===== src/rtl/eei2c_pkg.sv =====
package eei2c_pkg;

    localparam int BYTE_W = 8;
    localparam int WADDR_W = 16;
    localparam logic [3:0] DEV_CODE = 4'b1010;

    typedef enum logic [2:0] {
        ST_IDLE,
        ST_START,
        ST_TX,
        ST_TXACK,
        ST_RESTART,
        ST_RX,
        ST_RXNAK,
        ST_STOP
    } eei2c_state_e;

    typedef enum logic [2:0] {
        SEG_CTRL_WR,
        SEG_ADDR_HI,
        SEG_ADDR_LO,
        SEG_WDATA,
        SEG_CTRL_RD
    } eei2c_seg_e;

    typedef struct packed {
        logic                rd;
        logic                wide;
        logic [WADDR_W-1:0]  addr;
        logic [BYTE_W-1:0]   wdata;
    } eei2c_cmd_t;

    // Which byte follows an acknowledged one.
    function automatic eei2c_seg_e seg_after(input eei2c_seg_e cur, input eei2c_cmd_t c);
        eei2c_seg_e nx;
        unique case (cur)
            SEG_CTRL_WR: nx = c.wide ? SEG_ADDR_HI : SEG_ADDR_LO;
            SEG_ADDR_HI: nx = SEG_ADDR_LO;
            SEG_ADDR_LO: nx = c.rd ? SEG_CTRL_RD : SEG_WDATA;
            default:     nx = cur;
        endcase
        return nx;
    endfunction

endpackage


===== src/rtl/eei2c_tick_gen.sv =====
module eei2c_tick_gen #(
    parameter int DIV_W = 16
) (
    input  logic             clk,
    input  logic             rst_n,
    input  logic             run,
    input  logic [DIV_W-1:0] clk_div,
    output logic             tick,
    output logic [1:0]       qtr
);
    logic [DIV_W-1:0] cnt;

    assign tick = run && (cnt == clk_div);

    always_ff @(posedge clk or negedge rst_n) begin
        if (!rst_n) begin
            cnt <= '0;
            qtr <= 2'd0;
        end else if (!run) begin
            cnt <= '0;
            qtr <= 2'd0;
        end else if (tick) begin
            cnt <= '0;
            qtr <= qtr + 2'd1;
        end else begin
            cnt <= cnt + 1'b1;
        end
    end
endmodule


===== src/rtl/eei2c_byte_sel.sv =====
module eei2c_byte_sel
    import eei2c_pkg::*;
(
    input  eei2c_seg_e        seg,
    input  eei2c_cmd_t        cmd,
    output logic [BYTE_W-1:0] tx_byte
);
    logic [2:0] blk_sel;

    assign blk_sel = cmd.wide ? 3'b000 : cmd.addr[10:8];

    always_comb begin
        unique case (seg)
            SEG_CTRL_WR: tx_byte = {DEV_CODE, blk_sel, 1'b0};
            SEG_CTRL_RD: tx_byte = {DEV_CODE, blk_sel, 1'b1};
            SEG_ADDR_HI: tx_byte = cmd.addr[15:8];
            SEG_ADDR_LO: tx_byte = cmd.addr[7:0];
            SEG_WDATA:   tx_byte = cmd.wdata;
            default:     tx_byte = '1;
        endcase
    end
endmodule


===== src/rtl/eei2c_line_drv.sv =====
module eei2c_line_drv
    import eei2c_pkg::*;
(
    input  logic         clk,
    input  logic         rst_n,
    input  eei2c_state_e state,
    input  logic [1:0]   qtr,
    input  logic         bit_val,
    output logic         scl_o,
    output logic         sda_low
);
    logic scl_nx;
    logic sda_set;
    logic sda_nx;

    // Quarters 0,1 are SCL low, 2,3 are SCL high. Quarter 0 holds SDA.
    always_comb begin
        unique case (state)
            ST_IDLE: begin
                scl_nx  = 1'b1;
                sda_set = 1'b1;
                sda_nx  = 1'b1;
            end
            ST_START: begin
                scl_nx  = 1'b1;
                sda_set = 1'b1;
                sda_nx  = (qtr < 2'd2);
            end
            ST_RESTART: begin
                scl_nx  = (qtr >= 2'd2);
                sda_set = (qtr != 2'd0);
                sda_nx  = (qtr != 2'd3);
            end
            ST_STOP: begin
                scl_nx  = (qtr >= 2'd2);
                sda_set = (qtr != 2'd0);
                sda_nx  = (qtr == 2'd3);
            end
            default: begin
                scl_nx  = (qtr >= 2'd2);
                sda_set = (qtr != 2'd0);
                sda_nx  = bit_val;
            end
        endcase
    end

    always_ff @(posedge clk or negedge rst_n) begin
        if (!rst_n) begin
            scl_o   <= 1'b1;
            sda_low <= 1'b0;
        end else begin
            scl_o <= scl_nx;
            if (sda_set) sda_low <= !sda_nx;
        end
    end
endmodule


===== src/rtl/eei2c_seq_fsm.sv =====
module eei2c_seq_fsm
    import eei2c_pkg::*;
(
    input  logic              clk,
    input  logic              rst_n,
    input  logic              start,
    input  eei2c_cmd_t        cmd_in,
    input  logic              clear_timeout,
    input  logic              tick,
    input  logic [1:0]        qtr,
    input  logic              sda_in,
    input  logic [BYTE_W-1:0] tx_byte,
    output eei2c_state_e      state,
    output eei2c_seg_e        seg,
    output eei2c_cmd_t        cmd_q,
    output logic              line_bit,
    output logic              busy,
    output logic              done,
    output logic              timeout,
    output logic [BYTE_W-1:0] rdata
);
    eei2c_state_e      state_nx;
    logic [2:0]        bitcnt;
    logic              nack;
    logic [BYTE_W-1:0] shreg;
    logic              slot_end;
    logic              samp;

    assign slot_end = tick && (qtr == 2'd3);
    assign samp     = tick && (qtr == 2'd2);
    assign busy     = (state != ST_IDLE);
    assign line_bit = (state == ST_TX) ? tx_byte[bitcnt] : 1'b1;

    always_ff @(posedge clk or negedge rst_n) begin
        if (!rst_n) state <= ST_IDLE;
        else        state <= state_nx;
    end

    always_comb begin
        state_nx = state;
        unique case (state)
            ST_IDLE:    if (start) state_nx = ST_START;
            ST_START:   if (slot_end) state_nx = ST_TX;
            ST_TX:      if (slot_end && bitcnt == 3'd0) state_nx = ST_TXACK;
            ST_TXACK: begin
                if (slot_end) begin
                    if (nack) begin
                        state_nx = ST_STOP;
                    end else begin
                        unique case (seg)
                            SEG_WDATA:   state_nx = ST_STOP;
                            SEG_CTRL_RD: state_nx = ST_RX;
                            SEG_ADDR_LO: state_nx = cmd_q.rd ? ST_RESTART : ST_TX;
                            default:     state_nx = ST_TX;
                        endcase
                    end
                end
            end
            ST_RESTART: if (slot_end) state_nx = ST_TX;
            ST_RX:      if (slot_end && bitcnt == 3'd0) state_nx = ST_RXNAK;
            ST_RXNAK:   if (slot_end) state_nx = ST_STOP;
            ST_STOP:    if (slot_end) state_nx = ST_IDLE;
            default:    state_nx = ST_IDLE;
        endcase
    end

    always_ff @(posedge clk or negedge rst_n) begin
        if (!rst_n) begin
            seg     <= SEG_CTRL_WR;
            cmd_q   <= '0;
            bitcnt  <= 3'd7;
            nack    <= 1'b0;
            shreg   <= '0;
            rdata   <= '0;
            done    <= 1'b0;
            timeout <= 1'b0;
        end else begin
            done <= 1'b0;
            if (clear_timeout) timeout <= 1'b0;
            unique case (state)
                ST_IDLE: begin
                    if (start) begin
                        cmd_q  <= cmd_in;
                        seg    <= SEG_CTRL_WR;
                        bitcnt <= 3'd7;
                    end
                end
                ST_TX: begin
                    if (slot_end) bitcnt <= bitcnt - 3'd1;
                end
                ST_TXACK: begin
                    if (samp) nack <= sda_in;
                    if (slot_end) begin
                        if (nack) timeout <= 1'b1;
                        else      seg <= seg_after(seg, cmd_q);
                    end
                end
                ST_RX: begin
                    if (samp) shreg <= {shreg[BYTE_W-2:0], sda_in};
                    if (slot_end) begin
                        bitcnt <= bitcnt - 3'd1;
                        if (bitcnt == 3'd0) rdata <= shreg;
                    end
                end
                ST_STOP: begin
                    if (slot_end) done <= 1'b1;
                end
                default: ;
            endcase
        end
    end
endmodule


===== src/rtl/eeprom_i2c_master.sv =====
module eeprom_i2c_master #(
    parameter int DIV_W = 16
) (
    input  logic             clk,
    input  logic             rst_n,
    input  logic             start,
    input  logic             rd_cmd,
    input  logic             wide_addr,
    input  logic [15:0]      addr,
    input  logic [7:0]       wdata,
    input  logic [DIV_W-1:0] clk_div,
    input  logic             clear_timeout,
    input  logic             sda_in,
    output logic             scl_o,
    output logic             sda_low,
    output logic             busy,
    output logic             done,
    output logic [7:0]       rdata,
    output logic             timeout
);
    import eei2c_pkg::*;

    eei2c_cmd_t        cmd_in;
    eei2c_cmd_t        cmd_q;
    eei2c_state_e      cur_state;
    eei2c_seg_e        seg;
    logic [BYTE_W-1:0] tx_byte;
    logic              line_bit;
    logic              tick;
    logic [1:0]        qtr;

    assign cmd_in = '{rd: rd_cmd, wide: wide_addr, addr: addr, wdata: wdata};

    eei2c_tick_gen #(.DIV_W(DIV_W)) u_tick (
        .clk(clk), .rst_n(rst_n), .run(busy), .clk_div(clk_div),
        .tick(tick), .qtr(qtr)
    );

    eei2c_seq_fsm u_fsm (
        .clk(clk), .rst_n(rst_n), .start(start), .cmd_in(cmd_in),
        .clear_timeout(clear_timeout), .tick(tick), .qtr(qtr),
        .sda_in(sda_in), .tx_byte(tx_byte), .state(cur_state), .seg(seg),
        .cmd_q(cmd_q), .line_bit(line_bit), .busy(busy), .done(done),
        .timeout(timeout), .rdata(rdata)
    );

    eei2c_byte_sel u_sel (
        .seg(seg), .cmd(cmd_q), .tx_byte(tx_byte)
    );

    eei2c_line_drv u_line (
        .clk(clk), .rst_n(rst_n), .state(cur_state), .qtr(qtr),
        .bit_val(line_bit), .scl_o(scl_o), .sda_low(sda_low)
    );
endmodule


===== config.mk =====
export PLATFORM = sky130hd
export DESIGN_NAME = eeprom_i2c_master
export DESIGN_NICKNAME = d
export VERILOG_FILES = /design/src/rtl/eei2c_pkg.sv /design/src/rtl/eei2c_tick_gen.sv /design/src/rtl/eei2c_byte_sel.sv /design/src/rtl/eei2c_line_drv.sv /design/src/rtl/eei2c_seq_fsm.sv /design/src/rtl/eeprom_i2c_master.sv
export SDC_FILE = /design/constraint.sdc
export NUM_CORES = 1
export LEC_CHECK = 0
export BUFFER_PORTS_ARGS = -buffer_cell sky130_fd_sc_hd__buf_2
export CORE_MARGIN = 1.5
export CORE_UTILIZATION = 37
export CTS_BUF_LIST = sky130_fd_sc_hd__clkbuf_16
export DETAILED_ROUTE_END_ITERATION = 16
export GPL_ROUTABILITY_DRIVEN = 0
export GPL_TIMING_DRIVEN = 0
export MAX_ROUTING_LAYER = met4
export PLACE_DENSITY = 0.67
export SETUP_SLACK_MARGIN = 0.4
export SLEW_MARGIN = 30
export SYNTH_ARGS = -nofsm -noshare
export SYNTH_HDL_FRONTEND = slang
export SYNTH_SLANG_ARGS = --single-unit

===== constraint.sdc =====
create_clock -name clk -period 3.1 [get_ports clk]
set_input_delay 0.31 -clock clk [delete_from_list [all_inputs] [get_ports clk]]
set_output_delay 0.31 -clock clk [all_outputs]
set_load 0.01 [all_outputs]

# == After elaboration in Yosys (flattened, before gate mapping) ==
# Index checks and enable logic that the tools add are counted.
# totals
reg_bits,74
latch_bits,0
ramBits,0
rom_bits,0
in_bits,47
out_inout_bits,13
n_memories,0
# classes
n_addsub,3
n_mul,0
n_div,0
n_lt_le_gt_ge,3
n_eq_ne,26
shifts,0
mux,39
n_bitwise,0
n_reduce_logical,22
# op_table
op,count
$mux W3,16
$pmux W8 S5,1
$mux W16,2
$pmux W3 S7,1
$pmux W3 S3,2
$add A16 B1 Y16 const B,1
$eq A16 B16 Y1,1
$eq A3 B3 Y1 const B,5
$ne A2 B1 Y1 const B,7
$eq A3 B2 Y1 const B,4
$pmux W3 S2,2
$mux W1,10
$logic_not A3 Y1,3
$ne A2 B2 Y1 const B,4
$reduce_and A7 Y1,1
$eq A3 B1 Y1 const B,2
$mux W2,3
$reduce_and A2 Y1,3
$reduce_and A3 Y1,2
$reduce_bool A2 Y1,3
$reduce_or A2 Y1,3
$reduce_and A5 Y1,1
$eq A2 B2 Y1 const B,2
$logic_and A1 B1 Y1,4
10 further kinds,10

# == Logic depth before layout (Yosys ltp) ==
# logic_depth
depth_word,7
mapped_depth,8

# == Modules after synthesis ==
# From an unflattened synthesis, not the netlist that was laid out.
# hier_totals
hier_cells,338
hier_area_um2,3856.2
# modules_own_cells
mod,n_inst,cells_each,area_per_inst_um2,seq_area_each_um2
eei2c_seq_fsm,1,180,2432.3,1355.0
eei2c_tick_gen,1,105,1036.0,450.4
eei2c_byte_sel,1,36,257.7,0.0
eei2c_line_drv,1,17,130.1,51.3

# == Least setup slack after synthesis ==
# Ideal clock, no wire load.
# synth_timing
path_kind,register to register
startpoint,reg u_tick.cnt[2]
endpoint,reg u_fsm.state[0]
setup_time_ns,0.125
arrival_time_ns,2.053
setup_slack_ns,0.923
path_stages_with_launch,8
path_buffers,1
period_less_slack_ns,2.177
cell_sequence,dfrtp_1 xnor2_1 nand4_1 nor4_4 and3_1 buf_2 o22a_1 mux2_2
# synth_via
elab_chain_len,6
word_cells_on_any_way,11
cone_classes,eq/ne (7); reduce/logical (4)
# synth_rtl
element,line_no,rtl
"start, declared",eei2c_tick_gen.sv:11,logic [DIV_W-1:0] cnt;
"start signal, assigned",eei2c_tick_gen.sv:26,cnt <= cnt + 1'b1;
$eq A16 B16 Y1 (*),eei2c_tick_gen.sv:13,assign tick = run && (cnt == clk_div);
$logic_and A1 B1 Y1 (*),eei2c_tick_gen.sv:13,
$logic_and A1 B1 Y1 (*),eei2c_seq_fsm.sv:29,assign slot_end = tick && (qtr == 2'd3);
$logic_and A1 B1 Y1,"eei2c_seq_fsm.sv:44, eei2c_seq_fsm.sv:60",
$ne A2 B2 Y1 (no source line) or $ne A2 B1 Y1 (tied branches),-,
$reduce_and A7 Y1 (no source line) (*),-,
"end signal, assigned",eei2c_seq_fsm.sv:36,else state <= state_nx;
"end, declared",eei2c_seq_fsm.sv:13,"output eei2c_state_e state,"
# Every way passes the cells marked *; elsewhere a longest branch is shown, timed or not.
# A chain may end at the register's enable or synchronous reset.

# == Worst setup path in the final report ==
# layout_timing
startpoint,reg u_tick.cnt[8]
endpoint,reg u_fsm.state[0]
# The elaborated chain is that of the path after synthesis.

==> metrics.md <==
| Metric | Value |
|---|---|
| Die extent in y | 104 um |
| Synthesis-to-finish area growth | 22.1% |
| Classification of the worst-slack hold path | input port to flop |
| Synth Flop Type | sky130_fd_sc_hd__dfrtp_1 |
| Maximum number of pins on one net before global-route repair | 43 |
| Placed wire-length estimate after detailed placement | 5790 um |
| Number of optimization iterations in the first detailed-route pass | 5 |
| Global-route total usage across every layer | 15.9% |
| First-pass GRT wire length | 13500 um |
| Number of antenna violations at the first check in global routing | 0 |
| Worst-Skew Late Latency | 330 ps |
| Crit. End Element | flop |
| Post-synthesis cell count | 354 |
| Core box area | 9860 sq um |
| Post-Route M1 WL | 3590 um |
| Cell-internal power | 2390 uW |
| Post-detailed-route count of antenna-violating nets | 0 |
| Clock period minus final worst setup slack | 2500 ps |
| Hold WS | 164 ps |
| Topmost layer with routed signal wires | met4 |
| Skew final | 6.74 ps |
| Setup TNS | 0 ps |
| Unrepaired setup endpoints after global routing | no |
| Final hold viol count | 0 |
| Max Fclk | 0.400 GHz |
| Post-synthesis instance area | 3790 sq um |
| Power share of the clock group | 35.5% |
| Net count after synthesis | 407 |
| Number of placed I/O pins | 60 |
| Startpoint-to-endpoint class of the critical path | flop to flop |
| Fraction of synthesis flops using an asynchronous set or reset pin | 100% |
| Setup crit start kind | flop |
| Starting Density | 38.4% |
| Max_slew headroom | 56.0% |
| Maximum count of clock buffers along a single path | 2 |
| Number of buffers added by the clock tree synthesis step | 9 |
| Max Cap Viol | 0 |
| CTS clk-pin slew, worst paths | 60 ps |
| Met3 routed WL | 417 um |
| Detailed-routed wire length on met2 | 3630 um |
| Layout Nets | 479 |
| Sequential area share after synthesis | 49.0% |
| # H-tree levels | 3 |
| Standby leakage power | 0.00213 uW |
| Number of gates resized after cts | 0 |
| Relative contribution of sequential cells to total power | 41.9% |
| Total power per unit cell area | 718 nW/um^2 |
| Remaining Overflow, GRT | 0 |
| CTS Root Cell | sky130_fd_sc_hd__clkbuf_16 |
| Comb pwr share | 22.6% |
| Status | completed |
| Number of pins with negative max-slew slack in the final report | 0 |
| Portion of the clock cycle consumed by the worst path in the final layout | 80.7% |
| Largest voltage drop on the vdd net | 349 uV |
| Critical Path Fanout Max | 10 |
| WP data arrival | 2720 ps |
| Die Area | 10900 sq um |
| Sw Share | 28.1% |
| Distinct cells, synth | 48 |
| Top library cells by usage in the layout, fill and taps aside | 70 x sky130_fd_sc_hd__dfrtp_1, 64 x sky130_fd_sc_hd__buf_2, 43 x sky130_fd_sc_hd__mux2_2, 36 x sky130_fd_sc_hd__nor2_1, 22 x sky130_fd_sc_hd__xnor2_1 |
| Sw Pwr | 933 uW |
| R2R Setup Slk | 600 ps |
| Total of flip-flops plus latches after synthesis | 74 |
| Data required time of the critical path | 3310 ps |
| Drt drc | 0 |
| Count of flip-flops with a built-in enable after synthesis | 0 |
| CTS tree | done |
| Routed length per instance | 13.8 um |
| Clock Sinks | 74 |
| Total of buffers placed on input and output ports | 59 |
| Layout cell share with drive strength beyond 1 | 31.8% |
| Most common cell after layout, fill and taps aside | sky130_fd_sc_hd__dfrtp_1 |
| Wire length reported by the detailed router | 7760 um |
| Worst-margin pin slew | 655 ps |
| Ant. Diodes | 0 |
| Number of failing setup endpoints in the final timing report | 0 |
| Number of warning messages in the yosys log | 0 |
| Vias post-DR | 2872 |
| Vias/cell | 5.09 |
| Placement row count | 36 |
| Detailed Route Iter0 Violations | 162 |
| Die W | 104 um |
| Post-CTS setup-driven buffer insertion count | 0 |
| Mean instance size in the synthesized netlist | 10.7 sq um |
| Via count of the first global-routing pass | 2834 |
## kinds of logic after synthesis
| group | synth area share, % |
|---|---|
| xor gates and xnor gates | 7.17 |
| adders and majority gates | 1.98 |
| AOI/OAI and AO/OA | 8.95 |
| and+or+nand+nor | 14.8 |
| buffers and inverters | 2.87 |
| muxes | 15.3 |
| DFF | 49.0 |
## metrics by stage
stage | area (sq um) | instances | utilization, % | setup WS [ps] | total power (uW)
2_1_floorplan | 3790 | 354 | - | 923 | 1930
5_1_grt | 4630 | 564 | 46.9 | 419 | 3520
3_3_place_gp | 4250 | 546 | 43.1 | 545 | 2120
3_5_place_dp | 4270 | 547 | 43.3 | 514 | 2160
4_1_cts | 4630 | 564 | 46.9 | 486 | 3350
6_report | 4630 | 564 | 46.9 | 597 | 3320
## layout make-up
cell class / count / area [sq um]
clock inverters: 7 / 118
fillers: 913 / 5240
clock buffers: 9 / 225
repair buffers: 61 / 328
well taps: 133 / 166
multi-input cells: 253 / 1820
flip-flops and latches: 74 / 1860
inverters: 11 / 41.3
plain buffers: 16 / 67.6
## path summary, 6_finish.rpt
check	startpoint	to	cells past startpoint
worst max-delay path	u_tick.cnt[8]	u_fsm.state[0]	7
worst min-delay path	clear_timeout	u_fsm.timeout	2
worst max register to register	u_tick.cnt[8]	u_fsm.state[0]	7
worst min register to register	u_fsm.rdata[7]	u_fsm.rdata[7]	1
max in group asynchronous	rst_n	u_fsm.bitcnt[0]	3
min in group asynchronous	rst_n	u_tick.cnt[1]	2
## power groups by stage
stage / registers (uW) / logic (uW) / clock network [uW]
after floorplan: 1350 / 579 / 0
after global placement: 1400 / 722 / 0
after detailed placement: 1410 / 748 / 0
after CTS: 1390 / 754 / 1200
after global routing: 1420 / 838 / 1260
final: 1390 / 751 / 1180
## synth_stat cells, drive strengths merged (5+ instances only)
cell	count	area share, %
buf	6	0.79
xnor2	22	5.1
xor2	9	2.1
mux2	44	13
nor2	36	3.6
nand2b	5	0.83
dfrtp	70	46
mux2i	6	1.6
clkbuf	10	0.99
nor3	6	1.1
nand2	19	1.9
o21ai	18	2.4
nand3	19	2.6
ha	6	2.0
nand4	5	0.83
nor2b	5	0.83
inv	11	1.1
a21oi	17	2.2
## critical path, stage by stage, from the launching register on
cell and delay [ps]:
sky130_fd_sc_hd__dfrtp_1 450, sky130_fd_sc_hd__xnor2_1 180, sky130_fd_sc_hd__nand4_1 160, sky130_fd_sc_hd__nor4_4 660
sky130_fd_sc_hd__and3_1 240, sky130_fd_sc_hd__buf_2 160, sky130_fd_sc_hd__o22a_1 210, sky130_fd_sc_hd__mux2_2 340
## routing by layer
metal	vias to the layer above	global-route usage [%]
met5	-	-
met3	12	4.01
met2	79	23.9
li1	1389	-
met1	1392	20.7
met4	0	6.05
## registers in the layout, indices dropped and copies added (netlist names)
name and flops:
u_tick.cnt 16, u_tick.qtr 2, u_fsm.shreg 8, u_fsm.bitcnt 3, u_fsm.cmd_q 26, u_fsm.seg 3, u_fsm.timeout 1, u_fsm.done 1
u_fsm.nack 1, u_fsm.rdata 8, u_line.sda_low 1, u_fsm.state 3, u_line.scl_o 1
## timing repair
item	4_1_cts	5_1_grt
endpoints found under the setup margin	0	10
hold buffers	1	0
hold endpoints to repair	31	0
No activity file was read; power rests on OpenSTA's default activity.
